File: config.mk
export PLATFORM = sky130hd
export DESIGN_NAME = acc_cpu
export DESIGN_NICKNAME = d
export VERILOG_FILES = /design/src/rtl/acc_cpu.sv
export SDC_FILE = /design/constraint.sdc
export NUM_CORES = 1
export LEC_CHECK = 0
export BUFFER_PORTS_ARGS = -buffer_cell sky130_fd_sc_hd__buf_2
export CORE_MARGIN = 1.5
export CORE_UTILIZATION = 45
export CTS_CLUSTER_DIAMETER = 200
export DETAILED_ROUTE_END_ITERATION = 10
export GPL_ROUTABILITY_DRIVEN = 0
export SYNTH_ARGS = -nofsm -noshare
export SYNTH_HDL_FRONTEND = slang
export SYNTH_SLANG_ARGS = --single-unit
File: constraint.sdc
create_clock -name clk -period 5.1 [get_ports clk]
set_clock_uncertainty 0.05 [all_clocks]
set_input_delay 0.765 -clock clk [delete_from_list [all_inputs] [get_ports clk]]
set_output_delay 0.765 -clock clk [all_outputs]
set_load 0.05 [all_outputs]
File: src/rtl/acc_cpu.sv
module acc_cpu #(
  parameter int DW  = 16,
  parameter int AW  = 12,
  parameter int IOW = 8
) (
  input  logic          clk,
  input  logic          rst_n,
  output logic [AW-1:0] mem_addr,
  output logic [DW-1:0] mem_wdata,
  output logic          mem_we,
  input  logic [DW-1:0] mem_rdata,
  input  logic [IOW-1:0] in_data,
  input  logic          in_valid,
  output logic [IOW-1:0] out_data,
  output logic          out_strobe,
  output logic          halted
);
  localparam int OPW = DW - AW;
  localparam logic [OPW-1:0] OP_JNS = 4'h0, OP_LOAD = 4'h1, OP_STORE = 4'h2, OP_ADD = 4'h3,
    OP_SUBT = 4'h4, OP_IN = 4'h5, OP_OUT = 4'h6, OP_HALT = 4'h7, OP_SKIP = 4'h8,
    OP_JUMP = 4'h9, OP_CLR = 4'hA, OP_ADDI = 4'hB, OP_JMPI = 4'hC, OP_LDI = 4'hD,
    OP_STI = 4'hE;

  typedef enum logic [3:0] {
    S_F0, S_F1, S_F2, S_R1, S_R2, S_I0, S_I1, S_I2,
    S_EX, S_ST0, S_ST1, S_J0, S_J1, S_IN, S_OUT, S_HALT
  } st_t;

  st_t state;
  logic [DW-1:0]  ac, mbr, ir;
  logic [AW-1:0]  pc, mar;
  logic [IOW-1:0] inreg, outreg;
  logic           strobe_q;

  wire [OPW-1:0] rop = mem_rdata[DW-1:AW];
  wire [OPW-1:0] op  = ir[DW-1:AW];
  wire [1:0]     sel = mem_rdata[AW-1:AW-2];
  wire           ac_neg  = ac[DW-1];
  wire           ac_zero = (ac == '0);
  wire           skip = (sel == 2'b00 && ac_neg) ||
                        (sel == 2'b01 && ac_zero) ||
                        (sel == 2'b10 && !ac_neg && !ac_zero);
  wire           ind = (op == OP_LDI) || (op == OP_ADDI) || (op == OP_STI);

  assign mem_addr   = mar;
  assign mem_wdata  = mbr;
  assign mem_we     = (state == S_ST1) || (state == S_J1);
  assign out_data   = outreg;
  assign out_strobe = strobe_q;
  assign halted     = (state == S_HALT);

  always_ff @(posedge clk or negedge rst_n) begin
    if (!rst_n) begin
      state    <= S_F0;
      ac       <= '0;
      mbr      <= '0;
      ir       <= '0;
      pc       <= '0;
      mar      <= '0;
      inreg    <= '0;
      outreg   <= '0;
      strobe_q <= 1'b0;
    end else begin
      strobe_q <= 1'b0;
      unique case (state)
        S_F0: begin
          mar   <= pc;
          state <= S_F1;
        end
        S_F1: begin
          pc    <= pc + 1'b1;
          state <= S_F2;
        end
        S_F2: begin
          ir    <= mem_rdata;
          mar   <= mem_rdata[AW-1:0];
          state <= S_F0;
          case (rop)
            OP_LOAD, OP_ADD, OP_SUBT, OP_LDI, OP_ADDI, OP_STI, OP_JMPI: state <= S_R1;
            OP_STORE: state <= S_ST0;
            OP_JNS:   state <= S_J0;
            OP_IN:    state <= S_IN;
            OP_OUT:   state <= S_OUT;
            OP_HALT:  state <= S_HALT;
            OP_SKIP:  if (skip) pc <= pc + 1'b1;
            OP_JUMP:  pc <= mem_rdata[AW-1:0];
            OP_CLR:   ac <= '0;
            default:  ;
          endcase
        end
        S_R1: state <= S_R2;
        S_R2: begin
          mbr   <= mem_rdata;
          state <= ind ? S_I0 : S_EX;
        end
        S_I0: begin
          mar   <= mbr[AW-1:0];
          state <= (op == OP_STI) ? S_ST0 : S_I1;
        end
        S_I1: state <= S_I2;
        S_I2: begin
          mbr   <= mem_rdata;
          state <= S_EX;
        end
        S_EX: begin
          case (op)
            OP_LOAD, OP_LDI: ac <= mbr;
            OP_ADD, OP_ADDI: ac <= ac + mbr;
            OP_SUBT:         ac <= ac - mbr;
            OP_JMPI:         pc <= mbr[AW-1:0];
            default:         ;
          endcase
          state <= S_F0;
        end
        S_ST0: begin
          mbr   <= ac;
          state <= S_ST1;
        end
        S_ST1: state <= S_F0;
        S_J0: begin
          mbr   <= {{(DW-AW){1'b0}}, pc};
          state <= S_J1;
        end
        S_J1: begin
          pc    <= mar + 1'b1;
          state <= S_F0;
        end
        S_IN: if (in_valid) begin
          inreg <= in_data;
          ac    <= {{(DW-IOW){1'b0}}, in_data};
          state <= S_F0;
        end
        S_OUT: begin
          outreg   <= ac[IOW-1:0];
          strobe_q <= 1'b1;
          state    <= S_F0;
        end
        S_HALT: ;
        default: state <= S_F0;
      endcase
    end
  end


  write_single_chk: assert property (@(posedge clk) disable iff (!rst_n)
    mem_we |=> !mem_we);

  write_opcode_chk: assert property (@(posedge clk) disable iff (!rst_n)
    mem_we |-> (op == OP_STORE || op == OP_STI || op == OP_JNS));

  halt_freeze_chk: assert property (@(posedge clk) disable iff (!rst_n)
    halted |=> (halted && !mem_we && $stable(mem_addr)));

  out_value_chk: assert property (@(posedge clk) disable iff (!rst_n)
    out_strobe |-> (out_data == ac[IOW-1:0]));

  fetch_advance_chk: assert property (@(posedge clk) disable iff (!rst_n)
    (state == S_F1) |=> (pc == $past(pc) + 1'b1));
endmodule

==> run metrics, run 1 <==
Iteration-0 DRC Markers=426; Hold EP=out_data[7]; Final Hold Fails=0; drt pass-1 iters=5; Worst setup EP type=flip-flop; H-Tree Depth=3; Post-Syn Nets=744; Critical Path Fanout Max=10; Synth Area per Inst=8.00 um2; RR Startpoint=ir[13]; fin nets=776; initial antenna violation count=0; post-DP HPWL=12.1 mm; routed length per instance=18.7 um; clock-pin slew on the worst setup and hold paths=60 ps; CTS root buf=clkbuf_16; Req. time, crit path=5290 ps; CTS buffer count=9; Initial Util=46.3%; dpl cells=887; IO buf count=65; hold crit path type=flip-flop to flip-flop; share of the synthesized area in the top cell type=32.7%; post-route ant nets=0; Synth Flop Type=dfrtp_1; WL final=16.9 mm; Die Area=13100 um2; vias in the first global route=5191; routed vias=5469; setup_tns=0 ps; # rows=40; Cell Area, Synth=5580 um2; Final Util=51.7%; first-pass GRT wire length=27.3 mm; Arr. time, crit path=3840 ps; R2R setup slack=1460 ps; Rel. slew slack=25.0%; R2R Path End=ac[10]; final worst path period share=71.4%; TritonCTS clock tree=done; Remaining Overflow, GRT=0; status=finished, final reports clean; Skew-Pair Late Insertion Delay=360 ps; Post-CTS Setup Inserts=0; Distinct cells, synth=76; R2R depth=11; Final min period=3640 ps; GRT Resource Usage Total=26.8%; Ant. Diodes=0; Post-synth ARST share=100%; type of origin of the critical path=flip-flop; layout cells sized above 1=14.8%; largest net degree at the start of global routing=74; Synth Register Bits=73; Die Y-Extent=114 um; max-slew violation count=0; VDD IR max=0.405 mV; Die X=114 um; PostCTS Resize Cnt=0; hold path start=out_data[7]; Area Overhead vs Synth=11.7%; RSZ-0062 raised after global routing=no; Syn. warnings=0; Cells after Synth=698; EDFF count, synth=0; final non-filler cell total=903; Max Freq=0.275 GHz; clock buffer depth=2; TritonCTS Sinks=73; Setup CP Type=flip-flop to flip-flop; core footprint=12100 um2; Max Cap Violations=0; Vias per Instance=6.06; static leakage=2.61 nW; synth top area cells=dfrtp_1 33%, nand2_1 6.5%, nor2_1 5.4%, a21oi_1 4.8%, ha_1 4.0%; Hold-fix buffers, CTS=0; Design Area, Final=6230 um2; Ports=66; Pwr Density=788 nW/um2; Seq/Total Area, Yosys=32.7%; Slew @ Worst Pin=1120 ps; Setup Viol. Count Final=0; leading area contributor after synthesis=dfrtp_1; DRC errors left=0; Placed Area=5940 um2; hold path cells=1
==> cell type report <==
cell class | instances | area [um2]
Multi-Input combinational cell | 562 | 3490
Sequential cell | 73 | 1830
Timing Repair Buffer | 68 | 350
Clock inverter | 6 | 67.6
Tap cell | 168 | 210
Inverter | 16 | 60.1
Clock buffer | 10 | 229
Fill cell | 1169 | 5830
==> placed cells by master, fill, tap and decap left out, drive strengths merged, types with 6 or more instances in the layout <==
cell and instances:
a21o 6, a21oi 56, a221oi 17, a22oi 24, a31oi 17, and3 6, buf 68, clkbuf 10
dfrtp 73, ha 18, inv 17, mux2 10, nand2 98, nand2b 9, nand3 16, nor2 81
nor2b 7, nor3 6, nor4 12, o21ai 62, xnor2 23, xor2 18
==> synthesized netlist by cell type (2+ instances only) <==
| cell type | instances |
|---|---|
| nand2_1 | 96 |
| nor2_1 | 81 |
| dfrtp_1 | 73 |
| a21oi_1 | 53 |
| o21ai_1 | 40 |
| clkbuf_1 | 29 |
| a22oi_1 | 24 |
| xnor2_1 | 23 |
| o21ai_0 | 19 |
| ha_1 | 18 |
| xor2_1 | 18 |
| a221oi_1 | 16 |
| a31oi_1 | 16 |
| nand3_1 | 16 |
| inv_1 | 15 |
| buf_2 | 12 |
| nor4_1 | 11 |
| nand2b_1 | 9 |
| mux2_2 | 8 |
| nor2b_1 | 7 |
| a21o_1 | 6 |
| a211oi_1 | 5 |
| and3_1 | 5 |
| mux2i_1 | 5 |
| nand4_1 | 5 |
| o211ai_1 | 5 |
| o31ai_1 | 5 |
| nor3_1 | 4 |
| o22ai_1 | 4 |
| a21oi_2 | 3 |
| and2_1 | 3 |
| buf_1 | 3 |
| o21a_1 | 3 |
| o21ai_2 | 3 |
| o221ai_1 | 3 |
| o32ai_1 | 3 |
| o41ai_1 | 3 |
| a222oi_1 | 2 |
| buf_4 | 2 |
| mux2_1 | 2 |
| nand3b_1 | 2 |
| nor3_2 | 2 |
| or2_1 | 2 |
| or3_1 | 2 |
==> logic make-up after synthesis <==
| kind of cell | after synthesis | synth area share, % |
|---|---|---|
| compound gates | 228 | 26.6 |
| buf+inv | 63 | 4.77 |
| fa+ha+maj | 19 | 4.39 |
| mux | 15 | 2.91 |
| xor+xnor | 41 | 6.43 |
| flops | 73 | 32.7 |
| simple gates | 259 | 22.2 |
==> report_power, final <==
part / switching (mW) / total, mW / internal [mW]
logic: 1.84 / 2.88 / 1.04
registers: 0.540 / 1.37 / 0.829
clock network: 0.279 / 0.660 / 0.381
==> critical path, stage by stage, from the launching register on <==
cell      delay, ps
dfrtp_1         460
nand2b_1        210
or3_1           560
mux2i_1         240
fa_1            460
a21o_1          220
a221oi_2        330
o21ai_2         160
and4b_1         200
or4_4           510
o21ai_2          80
o21ai_2          60
==> per-layer routing <==
layer  up-vias  part of all wire (%)  global-route usage (%)
met5         -                     0                       0
met4         0                   2.0                    9.83
met3        24                   5.3                    4.55
met2       197                    46                    42.7
met1      2639                    46                    36.8
li1       2609                     -                       -
==> worst max path at each step <==
stage,from,end,slack [ps],cells after the start
6_report,ir[13],ac[10],1460,11
5_1_grt,ir[13],ac[15],1270,11
4_1_cts,ir[13],ac[10],1460,11
3_5_place_dp,ir[13],ac[10],1470,11
3_3_place_gp,ir[13],ac[10],1550,11
2_1_floorplan,mem_wdata[1],ac[10],1740,12
==> registers in the layout, summed over array words and instances (netlist names) <==
signal / flops
ac: 16
mem_wdata: 16
mem_addr: 12
pc: 12
out_data: 8
ir: 4
state: 4
out_strobe: 1
==> metrics by stage <==
stage,hold slack (ps),power [mW],worst slack [ps]
3_3_place_gp,414,4.16,1550
6_report,450,4.91,1460
5_1_grt,473,5.31,1270
4_1_cts,455,4.91,1460
3_5_place_dp,440,4.23,1470
2_1_floorplan,419,3.55,1740
Note: power is estimated with default switching activity, not from simulation.
==> run 2: changes to the inputs <==
--- a/config.mk
+++ b/config.mk
@@ -5,6 +5,7 @@
 export SDC_FILE = /design/constraint.sdc
 export NUM_CORES = 1
 export LEC_CHECK = 0
+export ABC_AREA = 1
 export BUFFER_PORTS_ARGS = -buffer_cell sky130_fd_sc_hd__buf_2
 export CORE_MARGIN = 1.5
 export CORE_UTILIZATION = 45
==> constraint.sdc (replaced) <==
create_clock -name clk -period 3.7 [get_ports clk]
set_clock_uncertainty 0.05 [all_clocks]
set_input_delay 0.555 -clock clk [delete_from_list [all_inputs] [get_ports clk]]
set_output_delay 0.555 -clock clk [all_outputs]
set_load 0.05 [all_outputs]
==> run 2 against run 1 <==
Compared with the run above: non-clock buffer count is 4 higher; largest power group is now clock; final area is 7.1% higher; sequential power is 42% lower; sequential share of layout area is 1.9 points lower; clock power is 56% higher; synthesized cell count is 31% higher; via count is 15% higher; count of clock-buffer cells in the layout is 1 lower; first-iteration DRC count is 61% higher; worst hold slack worse by 180 ps; critical path type unchanged; flip-flop and latch count stayed put.
==> run metrics, run 2 <==
Setup Viol. Count Final=0; PostCTS Resize Cnt=0; Area Overhead vs Synth=14.1%; type of origin of the critical path=flip-flop; most frequent cell after synthesis=nand2_1; Worst setup EP type=flip-flop; Synth Area per Inst=6.38 um2; area of the multi-input gates=3420 um2; Post-Syn Nets=963; switching power=0.418 mW; IO buf count=65; CTS root buf=clkbuf_16; Setup CP Type=flip-flop to flip-flop; Ant. Diodes=0; TritonCTS Sinks=73; sw frac=22.1%; fin nets=1023; Final min period=3000 ps; Syn. warnings=0; Skew-Pair Late Insertion Delay=360 ps; most frequent cells in the layout=247 x nand2_1, 122 x inv_1, 109 x nor2_1, 74 x o21ai_0, 73 x dfrtp_1; Seq/Total Area, Yosys=31.2%; TritonCTS clock tree=done; top cells by count, synth=247 x nand2_1, 122 x inv_1, 109 x nor2_1; Critical Path Fanout Max=6; Arr. time, crit path=3190 ps; drt pass-1 iters=7; combinational power share=3.3%; vias in the first global route=5732; leading area contributor after synthesis=dfrtp_1; Final Util=52.7%; largest net degree at the start of global routing=74; routed length per instance=16.7 um; met1 GRT Util=42.3%; Rel. slew slack=34.9%; post-DP HPWL=15.0 mm; max-slew violation count=0; Vias per Instance=5.46; Iteration-0 DRC Markers=684; final worst path period share=81.0%; Hold-fix buffers, CTS=0; CTS buffer count=9; RSZ-0062 raised after global routing=no; static leakage=3.56 nW; GRT Resource Usage Total=29.8%; Synth Register Bits=73; PnR Total Power=1.89 mW; setup_tns=0 ps; post-route ant nets=0; Max Freq=0.334 GHz; Sequential cell area=1830 um2; Distinct cells, synth=47; Post-CTS Setup Inserts=0; Cell Area, Synth=5850 um2; DRC errors left=0; P_int=1.48 mW; Final Hold Fails=0; Clock power frac=54.6%; clock-pin slew on the worst setup and hold paths=60 ps; Sequential Power Share=42.2%; fillers=1357; # rows=41; Die Area=13700 um2; M2 GR Usage=46.8%; Slew @ Worst Pin=977 ps; Post-synth ARST share=100%; hold crit path type=primary input to async pin; Design Area, Final=6680 um2; WL final=19.3 mm; Hold Slack=270 ps; Cells after Synth=917; Remaining Overflow, GRT=0; first-pass GRT wire length=30.7 mm; GRT Max-Usage Layer=met2; Req. time, crit path=3890 ps; share of the synthesized area in the top cell type=31.2%; Die X=117 um; Pwr Density=284 nW/um2; VDD IR max=0.184 mV; EDFF count, synth=0; layout cells sized above 1=11.6%; Synth Flop Type=dfrtp_1; Global Route met3 Usage=5.72%; Max Cap Violations=0; Placed Area=6330 um2; status=finished, final reports clean; synth top area cells=dfrtp_1 31%, nand2_1 16%, inv_1 7.8%, nor2_1 7.0%, o21ai_0 6.3%; core footprint=12700 um2; H-Tree Depth=3; Ports=66; routed vias=6300; Initial Util=46.2%; clock buffer depth=2; initial antenna violation count=0; most common cell after layout, fill and taps aside=nand2_1; Die Y-Extent=117 um
run 2: area by class of cell:
| type | instances | area share (%) |
|---|---|---|
| flip-flops and latches | 73 | 27.4 |
| well taps | 172 | 3.22 |
| inverters | 130 | 7.31 |
| clock inverters | 7 | 1.78 |
| clock buffers | 9 | 3.37 |
| repair buffers | 72 | 5.70 |
| multi-input cells | 691 | 51.3 |
run 2: logic make-up (layout without fill, tap and decap cells):
logic type / after synthesis / in the layout / share of synthesized area, %
muxes: 1 / 1 / 0.192
and+or+nand+nor: 464 / 464 / 33.2
adders and majority gates: 19 / 19 / 4.19
xor gates and xnor gates: 18 / 18 / 2.69
AOI/OAI and AO/OA: 189 / 189 / 18.2
DFF: 73 / 73 / 31.2
buffers and inverters: 153 / 218 / 10.3
run 2: final timing paths:
kind | from | endpoint | slack (ps) | cells after the start
max | mem_wdata[0] | ac[15] | 700 | 19
min | rst_n | mem_addr[1] | 270 | 1
max reg2reg | mem_wdata[0] | ac[15] | 700 | 19
min reg2reg | out_data[5] | out_data[5] | 430 | 2
max in group asynchronous | rst_n | out_data[5] | 2650 | 1
min in group clk | in_data[4] | ac[4] | 430 | 3
run 2: layer usage:
layer	vias up	routed length (um)
met5	-	0
met4	0	325
met3	25	1270
met2	231	8720
met1	2920	8990
li1	3124	-
run 2: through the flow:
stage	setup slack [ps]	cells
CTS	713	1154
floorplan	806	917
detailed placement	742	1138
finish	702	1154
global placement	825	1138
global route	329	1154
run 2: power by group through the flow:
stage	Clock [mW]	Combinational (mW)	Sequential, mW
finish	1.03	0.0622	0.798
global route	1.09	0.0703	0.798
CTS	1.05	0.0630	0.798
detailed placement	0	0.0626	0.813
global placement	0	0.0630	0.813
floorplan	0	0.0187	0.813
run 2: critical path, cell delays in order (launching register included):
cell     delay (ps)
dfrtp_1         440
inv_1           120
ha_1            170
nand3_1         120
nor2_1          110
nand3_1         110
o21ai_0         340
o21ai_0         190
xor2_1          180
ha_1            340
nand2_1         130
inv_1            50
nand2_1          60
nand2_1          40
a21oi_1         110
nand2_1          80
nand3_1          80
nand3_1          70
nand2_1          70
nand2_1          40
